**config.mk**
```make
export PLATFORM = sky130hd
export DESIGN_NAME = swd_mem_seq
export DESIGN_NICKNAME = d
export VERILOG_FILES = /design/src/rtl/swd_seq_pkg.sv /design/src/rtl/swd_sel_cache.sv /design/src/rtl/swd_retry_ctr.sv /design/src/rtl/swd_mem_seq.sv
export SDC_FILE = /design/constraint.sdc
export NUM_CORES = 1
export LEC_CHECK = 0
export CELL_PAD_IN_SITES_DETAIL_PLACEMENT = 0
export CELL_PAD_IN_SITES_GLOBAL_PLACEMENT = 1
export CORE_MARGIN = 1
export CORE_UTILIZATION = 30
export CTS_CLUSTER_SIZE = 40
export DETAILED_ROUTE_END_ITERATION = 8
export PLACE_DENSITY_LB_ADDON = 0.2
export SKIP_CTS_REPAIR_TIMING = 1
export SLEW_MARGIN = 20
export SYNTH_ARGS = -nofsm -noshare
export SYNTH_HDL_FRONTEND = slang
export SYNTH_HIERARCHICAL = 1
export SYNTH_SLANG_ARGS = --single-unit
export TNS_END_PERCENT = 30
```
**constraint.sdc**
```tcl
create_clock -name clk_i -period 3.9 [get_ports clk_i]
set_input_delay 0.78 -clock clk_i [delete_from_list [all_inputs] [get_ports clk_i]]
set_output_delay 0.78 -clock clk_i [all_outputs]
set_load 0.02 [all_outputs]
```
**src/rtl/swd_seq_pkg.sv**
```systemverilog
package swd_seq_pkg;
  localparam int WORD_W = 32;
  localparam int STS_W  = 4;

  localparam logic [2:0] ACK_OK   = 3'b001;
  localparam logic [2:0] ACK_WAIT = 3'b010;

  localparam logic [STS_W-1:0] STS_OK      = 4'd1;
  localparam logic [STS_W-1:0] STS_TIMEOUT = 4'd2;
  localparam logic [STS_W-1:0] STS_FAULT   = 4'd4;
  localparam logic [STS_W-1:0] STS_PARITY  = 4'd8;

  localparam logic [1:0] DP_SEL_A = 2'b10;
  localparam logic [1:0] AP_TAR_A = 2'b01;
  localparam logic [1:0] AP_DRW_A = 2'b11;

  typedef enum logic [1:0] {S_IDLE, S_ISSUE, S_WAIT, S_RESP} state_e;

  typedef enum logic [2:0] {
    STEP_SEL, STEP_TAR, STEP_WR, STEP_FLUSH, STEP_DUMMY, STEP_RD
  } step_e;
endpackage

```
**src/rtl/swd_sel_cache.sv**
```systemverilog
module swd_sel_cache #(
  parameter int W = 32
) (
  input  logic         clk_i,
  input  logic         rst_ni,
  input  logic         load_i,
  input  logic [W-1:0] load_val_i,
  input  logic         inv_i,
  input  logic [W-1:0] need_i,
  output logic         hit_o
);
  logic         valid_q;
  logic [W-1:0] val_q;

  always_ff @(posedge clk_i or negedge rst_ni) begin
    if (!rst_ni) begin
      valid_q <= 1'b0;
      val_q   <= '0;
    end else if (inv_i) begin
      valid_q <= 1'b0;
    end else if (load_i) begin
      valid_q <= 1'b1;
      val_q   <= load_val_i;
    end
  end

  assign hit_o = valid_q && (val_q == need_i);

  AST_INV_EMPTIES: assert property (@(posedge clk_i) disable iff (!rst_ni)
    inv_i |=> !hit_o);
  AST_LOAD_HITS: assert property (@(posedge clk_i) disable iff (!rst_ni)
    (load_i && !inv_i) |=> (valid_q && val_q == $past(load_val_i)));
endmodule

```
**src/rtl/swd_retry_ctr.sv**
```systemverilog
module swd_retry_ctr #(
  parameter int RETRY_W = 8
) (
  input  logic               clk_i,
  input  logic               rst_ni,
  input  logic               clr_i,
  input  logic               inc_i,
  input  logic [RETRY_W-1:0] limit_i,
  output logic               exhausted_o
);
  logic [RETRY_W-1:0] cnt_q;

  always_ff @(posedge clk_i or negedge rst_ni) begin
    if (!rst_ni)    cnt_q <= '0;
    else if (clr_i) cnt_q <= '0;
    else if (inc_i) cnt_q <= cnt_q + 1'b1;
  end

  assign exhausted_o = (cnt_q >= limit_i);

  AST_RETRY_BOUND: assert property (@(posedge clk_i) disable iff (!rst_ni)
    inc_i |-> (cnt_q < limit_i));
endmodule

```
**src/rtl/swd_mem_seq.sv**
```systemverilog
module swd_mem_seq
  import swd_seq_pkg::*;
#(
  parameter int RETRY_W = 8,
  parameter int APSEL_W = 8
) (
  input  logic               clk_i,
  input  logic               rst_ni,
  input  logic               req_valid_i,
  output logic               req_ready_o,
  input  logic               req_write_i,
  input  logic [APSEL_W-1:0] req_apsel_i,
  input  logic [WORD_W-1:0]  req_addr_i,
  input  logic [WORD_W-1:0]  req_wdata_i,
  input  logic [RETRY_W-1:0] retry_limit_i,
  output logic               rsp_valid_o,
  output logic [STS_W-1:0]   rsp_status_o,
  output logic [WORD_W-1:0]  rsp_rdata_o,
  output logic               txn_start_o,
  output logic               txn_flush_o,
  output logic               txn_ap_o,
  output logic               txn_read_o,
  output logic [1:0]         txn_addr_o,
  output logic [WORD_W-1:0]  txn_wdata_o,
  input  logic               txn_done_i,
  input  logic [2:0]         txn_ack_i,
  input  logic               txn_perr_i,
  input  logic [WORD_W-1:0]  txn_rdata_i
);
  localparam int SEL_LSB = WORD_W - APSEL_W;

  state_e state_q, state_d;
  step_e  step_q, step_d, step_succ;
  logic              wr_q;
  logic [WORD_W-1:0] addr_q, wdata_q, sel_q, rdata_q, need_sel;
  logic [STS_W-1:0]  sts_q, sts_d;
  logic accept, advance, inc, inv, load, set_rsp, cap_rdata, is_rd, hit, exhausted;

  assign need_sel = {req_apsel_i, {SEL_LSB{1'b0}}};
  assign accept   = req_valid_i && (state_q == S_IDLE);
  assign is_rd    = (step_q == STEP_DUMMY) || (step_q == STEP_RD);

  swd_sel_cache #(.W(WORD_W)) u_cache (
    .clk_i, .rst_ni,
    .load_i(load), .load_val_i(sel_q), .inv_i(inv),
    .need_i(need_sel), .hit_o(hit)
  );

  swd_retry_ctr #(.RETRY_W(RETRY_W)) u_retry (
    .clk_i, .rst_ni,
    .clr_i(accept || advance), .inc_i(inc),
    .limit_i(retry_limit_i), .exhausted_o(exhausted)
  );

  always_comb begin
    unique case (step_q)
      STEP_SEL:   step_succ = STEP_TAR;
      STEP_TAR:   step_succ = wr_q ? STEP_WR : STEP_DUMMY;
      STEP_WR:    step_succ = STEP_FLUSH;
      STEP_DUMMY: step_succ = STEP_RD;
      default:    step_succ = STEP_RD;
    endcase
  end

  always_comb begin
    state_d = state_q; step_d = step_q; sts_d = STS_OK;
    advance = 1'b0; inc = 1'b0; inv = 1'b0; load = 1'b0;
    set_rsp = 1'b0; cap_rdata = 1'b0;
    unique case (state_q)
      S_IDLE: if (req_valid_i) begin
        state_d = S_ISSUE;
        step_d  = hit ? STEP_TAR : STEP_SEL;
      end
      S_ISSUE: state_d = S_WAIT;
      S_WAIT: if (txn_done_i) begin
        if (step_q == STEP_FLUSH) begin
          state_d = S_RESP; set_rsp = 1'b1;  // ack not checked on flush
        end else if (txn_ack_i == ACK_OK) begin
          if (is_rd && txn_perr_i) begin
            state_d = S_RESP; set_rsp = 1'b1; sts_d = STS_PARITY;
          end else if (step_q == STEP_RD) begin
            state_d = S_RESP; set_rsp = 1'b1; cap_rdata = 1'b1;
          end else begin
            state_d = S_ISSUE; advance = 1'b1; step_d = step_succ;
            load = (step_q == STEP_SEL);
          end
        end else if (txn_ack_i == ACK_WAIT) begin
          if (exhausted) begin
            state_d = S_RESP; set_rsp = 1'b1; sts_d = STS_TIMEOUT;
          end else begin
            state_d = S_ISSUE; inc = 1'b1;
          end
        end else begin
          state_d = S_RESP; set_rsp = 1'b1; sts_d = STS_FAULT; inv = 1'b1;
        end
      end
      default: state_d = S_IDLE;
    endcase
  end

  always_ff @(posedge clk_i or negedge rst_ni) begin
    if (!rst_ni) begin
      state_q <= S_IDLE;
      step_q  <= STEP_SEL;
      wr_q    <= 1'b0;
      addr_q  <= '0;
      wdata_q <= '0;
      sel_q   <= '0;
      sts_q   <= STS_OK;
      rdata_q <= '0;
    end else begin
      state_q <= state_d;
      step_q  <= step_d;
      if (accept) begin
        wr_q    <= req_write_i;
        addr_q  <= req_addr_i;
        wdata_q <= req_wdata_i;
        sel_q   <= need_sel;
        rdata_q <= '0;
      end
      if (set_rsp)   sts_q   <= sts_d;
      if (cap_rdata) rdata_q <= txn_rdata_i;
    end
  end

  always_comb begin
    txn_flush_o = 1'b0; txn_ap_o = 1'b1; txn_read_o = 1'b0;
    txn_addr_o  = AP_DRW_A; txn_wdata_o = '0;
    unique case (step_q)
      STEP_SEL:   begin txn_ap_o = 1'b0; txn_addr_o = DP_SEL_A; txn_wdata_o = sel_q; end
      STEP_TAR:   begin txn_addr_o = AP_TAR_A; txn_wdata_o = addr_q; end
      STEP_WR:    txn_wdata_o = wdata_q;
      STEP_FLUSH: begin txn_flush_o = 1'b1; txn_ap_o = 1'b0; txn_addr_o = 2'b00; end
      default:    txn_read_o = 1'b1;
    endcase
  end

  assign txn_start_o  = (state_q == S_ISSUE);
  assign req_ready_o  = (state_q == S_IDLE);
  assign rsp_valid_o  = (state_q == S_RESP);
  assign rsp_status_o = sts_q;
  assign rsp_rdata_o  = rdata_q;

  AST_ONE_START: assert property (@(posedge clk_i) disable iff (!rst_ni)
    txn_start_o |=> !txn_start_o);
  AST_FIELDS_HOLD: assert property (@(posedge clk_i) disable iff (!rst_ni)
    (state_q == S_WAIT && !txn_done_i) |=>
      $stable({txn_flush_o, txn_ap_o, txn_read_o, txn_addr_o, txn_wdata_o}));
  AST_RSP_PULSE: assert property (@(posedge clk_i) disable iff (!rst_ni)
    rsp_valid_o |=> (!rsp_valid_o && req_ready_o));
  AST_BUSY_NOT_READY: assert property (@(posedge clk_i) disable iff (!rst_ni)
    (txn_start_o || rsp_valid_o) |-> !req_ready_o);
  AST_STATUS_ONEHOT: assert property (@(posedge clk_i) disable iff (!rst_ni)
    rsp_valid_o |-> ($countones(rsp_status_o) == 1));
  AST_ERR_NO_DATA: assert property (@(posedge clk_i) disable iff (!rst_ni)
    (rsp_valid_o && rsp_status_o != STS_OK) |-> (rsp_rdata_o == '0));
  AST_FAULT_ENDS: assert property (@(posedge clk_i) disable iff (!rst_ni)
    (state_q == S_WAIT && txn_done_i && !txn_flush_o && txn_ack_i != ACK_OK
     && txn_ack_i != ACK_WAIT) |=> (rsp_valid_o && rsp_status_o == STS_FAULT));
endmodule

```
==> metrics.md, run 1 <==
| Metric | Value |
|---|---|
| Status | `complete, no violations` |
| Share of cells above drive strength 1 | `19.6%` |
| Synth Instances | `612` |
| GR peak layer | `met2` |
| Reg clk slew, reported paths | `0.07 ns` |
| Synth top area share | `52.8%` |
| Post-route cell area | `10300 sq um` |
| Unrepaired setup endpoints after global routing | `no` |
| Max Freq | `308 MHz` |
| GRT Overall Usage | `15.3%` |
| Placed inst area | `9700 sq um` |
| Area contributors post-synth | `dfrtp_1, mux2_2, nand2_1` |
| Final ANT Viol Nets | `0` |
| Post-synth EDFFs | `0` |
| Main synth FF type | `dfrtp_1` |
| Worst-Skew Late Latency | `0.42 ns` |
| Global-route wire length before repair | `29300 microns` |
| Pint | `4.26 mW` |
| Fillers | `2298` |
| Max incr delay on CP | `0.63 ns` |
| Worst EP arrival | `2.47 ns` |
| Critical Path Start Type | `register` |
| Clk_skew | `0.0112 ns` |
| Crit-path max FO | `11` |
| Rel. slew slack | `49.8%` |
| FF+latch count, synth | `155` |
| Clock Path Buffers | `2` |
| Synth Area in Simple Gates | `12.9%` |
| Setup CP Type | `reg2out` |
| CTS root buf | `clkbuf_16` |
| Register area share after synthesis | `53.1%` |
| Synth Area in Adders | `1.54%` |
| Vias per cell | `4.54` |
| Setup TNS | `0 ns` |
| Crit path top cell by count | `buf_4` |
| Initial antenna violation count | `0` |
| Lkg Pwr | `4.65 nW` |
| Leading area contributor after synthesis | `dfrtp_1` |
| Largest family of logic cells by synthesized area | `multiplexers` |
| Post-Synth XOR/XNOR Area | `4.08%` |
| Vias in the first global route | `5762` |
| Reg-to-Reg Start | `u_retry/cnt_q[0]` |
| CP Depth | `6` |
| Syn avg cell area | `11.9 sq um` |
| Met3 GRT Util | `4.38%` |
| DR DRC count | `0` |
| Slowest CP cell | `clkdlybuf4s50_1` |
| Maximum vdd drop | `276 uV` |
| Worst path top cell family by delay | `buffers and inverters` |
| Post-synth cell types | `54` |
| Max_cap viols | `0` |
| Multiplexer area fraction after synthesis | `17.4%` |
| Asr flop ratio synth | `100%` |
| Initial core utilization | `30.8%` |
| Die area | `25000 sq um` |
| DP Wirelength | `12900 microns` |
| Compound-cell area share of the yosys netlist | `6.31%` |
| Pwr/cell area | `614 nW/um^2` |
| Die X-Extent | `158 microns` |
| Worst hold path type | `in2async` |
| PortBufs | `196` |
| Synth warnings | `6` |
| Initial DRT Pass Iterations | `6` |
| Syn-to-layout area delta | `40.8%` |
| CTS tree | `done` |
| Final Core Density | `43.4%` |
| Die span in y | `158 microns` |
| CP cell instances | `buf_4, nor2b_1, buf_4, a21oi_1, nor2_1, clkdlybuf4s50_1` |
| Core Box Area | `23700 sq um` |
| GR met2 Demand/Resource | `26.2%` |
| Hold Vio Cnt, Final | `0` |
| Worst Tran Pin Value | `0.752 ns` |
| Reg2reg path depth | `11` |
| Wire length per cell | `15.6 microns` |
| Reg-to-Reg End | `u_retry/cnt_q[7]` |
| WP data required | `3.12 ns` |
| Minimum clock period | `3.25 ns` |
| Grt total ovfl | `0` |
| Clock Power Share | `25.5%` |
| Rows | `56` |
| Switching Share | `32.4%` |
| Switching power total | `2.05 mW` |
| Worst setup endpoint | `txn_wdata_o[31]` |
| Critical Path Sink Type | `output port` |
| Worst path bufs/invs | `3` |
| R2R setup slack | `1.14 ns` |
| Sequential share of power | `40.1%` |
| CP startpoint | `step_q[1]` |
| Antenna diode instance count | `0` |
| Mapped cell area | `7300 sq um` |
| Io pins | `197` |
| Gate power share | `34.3%` |
| Total CTS buffers | `17` |
| H-tree lvl count | `4` |
| Final period utilization | `83.3%` |
| DR vias | `5365` |
| GR Util met1 | `18.2%` |
| Routability cong. | `0.732` |
| Iter 0 DRT Violations | `216` |
| Slew Viols, Final | `0` |
| Largest net degree at the start of global routing | `77` |
| Final WL | `18400 microns` |
| Final-stage net count | `981` |
| Sink Count | `155` |
| Final setup fails | `0` |
## final cells by class
class	instances	area, sq um	area share [%]
inverter	14	52.6	0.511
sequential	155	3880	37.8
tap	319	399	3.88
clock inverter	13	123	1.19
timing repair buffer	209	2090	20.3
multi-input combinational	454	3280	31.9
clock buffer	19	453	4.41
## cell usage in the layout, fill, tap and decap left out, drive strengths merged, types with 3 or more instances in the layout
cell type        n
mux2           105
conb            49
clkdlybuf4s50  195
o21ai            9
nor2            30
dfrtp          154
mux2i            9
and3             3
or3              4
a22o            24
xor2            32
clkinv           3
nor2b            3
nor3b            3
nor4             8
nand4            4
nand3           36
ha               9
nand3b           3
a21oi           14
nand2           81
inv             23
buf             14
nand2b           5
clkbuf          19
## cells by family (layout without fill, tap and decap cells)
logic type,count (synthesis),count (layout)
AO/OA/AOI/OAI,61,61
XOR/XNOR,34,34
adder cells (fa/ha/maj),9,9
buffers and inverters,51,255
flip-flops,155,155
multiplexers,114,114
other,1,49
AND/OR/NAND/NOR,187,187
## worst register-to-register path: stages (launching register included)
cell	delay [ns]
dfrtp_1	0.45
inv_1	0.08
ha_1	0.27
nand2b_1	0.15
a211oi_1	0.24
o21ai_1	0.10
a41o_1	0.25
nand2b_1	0.19
nor2_1	0.26
o2111ai_4	0.16
or3_1	0.37
a21oi_1	0.17
## per-stage QoR
step	instances	power, mW	setup WS [ns]	hold WS, ns
2_1_floorplan	660	3.97	1.09	0.460
3_3_place_gp	1151	4.68	0.518	0.482
3_5_place_dp	1151	4.77	0.447	0.488
4_1_cts	1183	6.42	0.591	0.414
5_1_grt	1183	6.71	0.475	0.440
6_report	1183	6.31	0.653	0.383
## layer usage
layer | routed length, microns | up-vias
li1 | - | 2554
met1 | 7850 | 2653
met2 | 9180 | 138
met3 | 1010 | 20
met4 | 363 | 0
met5 | 0 | -
## Yosys cell counts (all sizes together) (2+ instances only)
cell type,count
nor3b,3
mux2i,9
xor2,32
nand3,36
ha,9
a22o,24
o2111ai,2
a21o,2
nor4,8
inv,14
nand3b,3
nor2,30
xnor2,2
mux2,105
dfrtp,154
o21ai,9
o21bai,2
nor2b,3
nand4,4
nand2,81
a21oi,14
buf,29
clkbuf,8
and3,3
or3,4
nand2b,5
## sequential cells by signal, indices dropped and copies added (netlist names)
register         cells
addr_q              32
rsp_rdata_o         32
rsp_status_o         4
sel_q                8
state_q              2
step_q               3
u_cache/val_q       32
u_cache/valid_q      1
u_retry/cnt_q        8
wdata_q             32
wr_q                 1
## worst min path at each step
stage	startpoint	endpoint	cells after the start
floorplan	u_cache/valid_q	u_cache/valid_q	2
global placement	rsp_rdata_o[31]	rsp_rdata_o[31]	2
detailed placement	rsp_rdata_o[28]	rsp_rdata_o[28]	2
CTS	rst_ni	u_retry/cnt_q[4]	1
global route	rst_ni	u_retry/cnt_q[6]	1
finish	rst_ni	u_retry/cnt_q[4]	1
## power by group through the flow
stage	Combinational [mW]	Clock [mW]	Sequential, mW
CTS	2.21	1.67	2.54
detailed placement	2.20	0	2.57
global route	2.36	1.74	2.61
finish	2.16	1.61	2.53
global placement	2.15	0	2.53
floorplan	1.51	0	2.47
Note: power is estimated with default switching activity, not from simulation.
==> inputs of run 2 (changes only) <==
clock period = 2.68 ns   (was 3.9 ns; I/O delays follow)
==> run 2 against run 1 <==
Net effect:
- utilization up 1.3 points
- worst setup slack worse by 0.56 ns
- combinational power rose by 48%
- largest power group unchanged
- critical path depth is 2 lower
- register-to-register slack got worse by 0.84 ns
==> metrics.md, run 2 (synthesis gave the netlist of run 1 again) <==
| Metric | Value |
|---|---|
| CP startpoint | `step_q[0]` |
| Sequential share of power | `40.0%` |
| Rows | `56` |
| Reg clk slew, reported paths | `0.07 ns` |
| Uppermost layer routed | `met4` |
| Die span in y | `158 microns` |
| Rel. slew slack | `53.5%` |
| Crit-path max FO | `14` |
| Vias in the first global route | `5656` |
| Critical Path Sink Type | `output port` |
| CTS tree | `done` |
| Lkg Pwr | `5.25 nW` |
| Pint | `6.28 mW` |
| Sink Count | `155` |
| Worst hold path type | `in2async` |
| Final setup fails | `0` |
| Worst setup margin | `0.0883 ns` |
| Min Hold Slack | `0.0941 ns` |
| CTS root buf | `clkbuf_16` |
| Dpl cells | `1167` |
| Status | `complete, no violations` |
| Final-stage net count | `998` |
| Clock Path Buffers | `2` |
| Reg2reg path depth | `11` |
| DR vias | `5409` |
| Die X-Extent | `158 microns` |
| Setup TNS | `0 ns` |
| Total CTS buffers | `17` |
| Gate power share | `34.6%` |
| Max Freq | `386 MHz` |
| Most frequent cells in the layout | `clkdlybuf4s50_1, dfrtp_1, mux2_2` |
| Core Box Area | `23700 sq um` |
| GRT Overall Usage | `15.4%` |
| DR DRC count | `0` |
| Initial DRT Pass Iterations | `4` |
| Setup CP Type | `reg2out` |
| Initial core utilization | `30.8%` |
| Hold Vio Cnt, Final | `0` |
| Maximum vdd drop | `582 uV` |
| Slew Viols, Final | `0` |
| Iter 0 DRT Violations | `185` |
| Clk_skew | `0.0104 ns` |
| Met3 WL | `966 microns` |
| Met2 WL | `9320 microns` |
| Worst Tran Pin Value | `0.698 ns` |
| Share of cells above drive strength 1 | `21.9%` |
| Final WL | `18700 microns` |
| Most common cell after layout, fill and taps aside | `clkdlybuf4s50_1` |
| Clock Power Share | `25.4%` |
| Minimum clock period | `2.59 ns` |
| Switching Share | `32.1%` |
| Antenna diode instance count | `0` |
| DP Wirelength | `13200 microns` |
| Total Power | `9.25 mW` |
| Die area | `25000 sq um` |
| Vias per cell | `4.51` |
| Critical Path Start Type | `register` |
| Pwr/cell area | `874 nW/um^2` |
| Final period utilization | `96.7%` |
| Pre-CTS WS | `-0.433 ns` |
| Routability cong. | `0.752` |
| R2R setup slack | `0.30 ns` |
| WP data required | `2.14 ns` |
| Switching power total | `2.97 mW` |
| Grt total ovfl | `0` |
| Largest net degree at the start of global routing | `69` |
| Post-Layout Cell Count | `1200` |
| Wire length per cell | `15.6 microns` |
| Placed inst area | `9870 sq um` |
| Initial antenna violation count | `0` |
| Worst EP arrival | `2.06 ns` |
| Reg-to-Reg End | `u_retry/cnt_q[7]` |
| Reg-to-Reg Start | `u_retry/cnt_q[0]` |
| Io pins | `197` |
| Worst-Skew Late Latency | `0.42 ns` |
| Final ANT Viol Nets | `0` |
| Max_cap viols | `0` |
| Final Core Density | `44.7%` |
| Global-route wire length before repair | `29200 microns` |
| Post-route cell area | `10600 sq um` |
| Met1 WL | `8000 microns` |
| PortBufs | `196` |
| Syn-to-layout area delta | `44.8%` |
| H-tree lvl count | `4` |
run 2: changes by cell type in the layout (fill, tap and decap cells not counted), moves of 3 or more:
| cell | delta |
|---|---|
| clkdlybuf4s50_1 | -33 |
| dlymetal6s2s_1 | +33 |
| buf_4 | +12 |
| buf_12 | +4 |
| inv_8 | -4 |
| clkinvlp_4 | +3 |
run 2: power groups by stage:
stage / logic [mW] / clock network [mW] / registers [mW]
finish: 3.20 / 2.35 / 3.70
global route: 3.48 / 2.53 / 3.81
CTS: 3.29 / 2.44 / 3.70
detailed placement: 3.27 / 0 / 3.74
global placement: 3.22 / 0 / 3.67
floorplan: 2.19 / 0 / 3.59
run 2: cell type report:
| cell class | instances | area, sq um |
|---|---|---|
| flip-flops and latches | 155 | 3880 |
| repair buffers | 226 | 2350 |
| clock buffers | 18 | 439 |
| inverters | 14 | 52.6 |
| multi-input cells | 454 | 3310 |
| fillers | 2276 | 13100 |
| well taps | 319 | 399 |
| clock inverters | 14 | 135 |
run 2: how the worst max path moves through the flow:
stage	to
after floorplan	u_retry/cnt_q[7]
after global placement	u_retry/cnt_q[7]
after detailed placement	u_retry/cnt_q[7]
after CTS	txn_wdata_o[19]
after global routing	txn_flush_o
final	txn_flush_o
run 2: layer usage:
layer  track usage, %  vias to the layer above
met5                0                        -
met4             5.77                        0
met3             4.02                       23
met2             26.0                      136
met1             18.7                     2656
li1                 -                     2594
run 2: worst max-delay path, cell delays in order, from the launching register on:
cell and delay (ns):
dfrtp_2 0.47, buf_8 0.21, nand3b_1 0.19, inv_1 0.14
clkdlybuf4s50_1 0.63
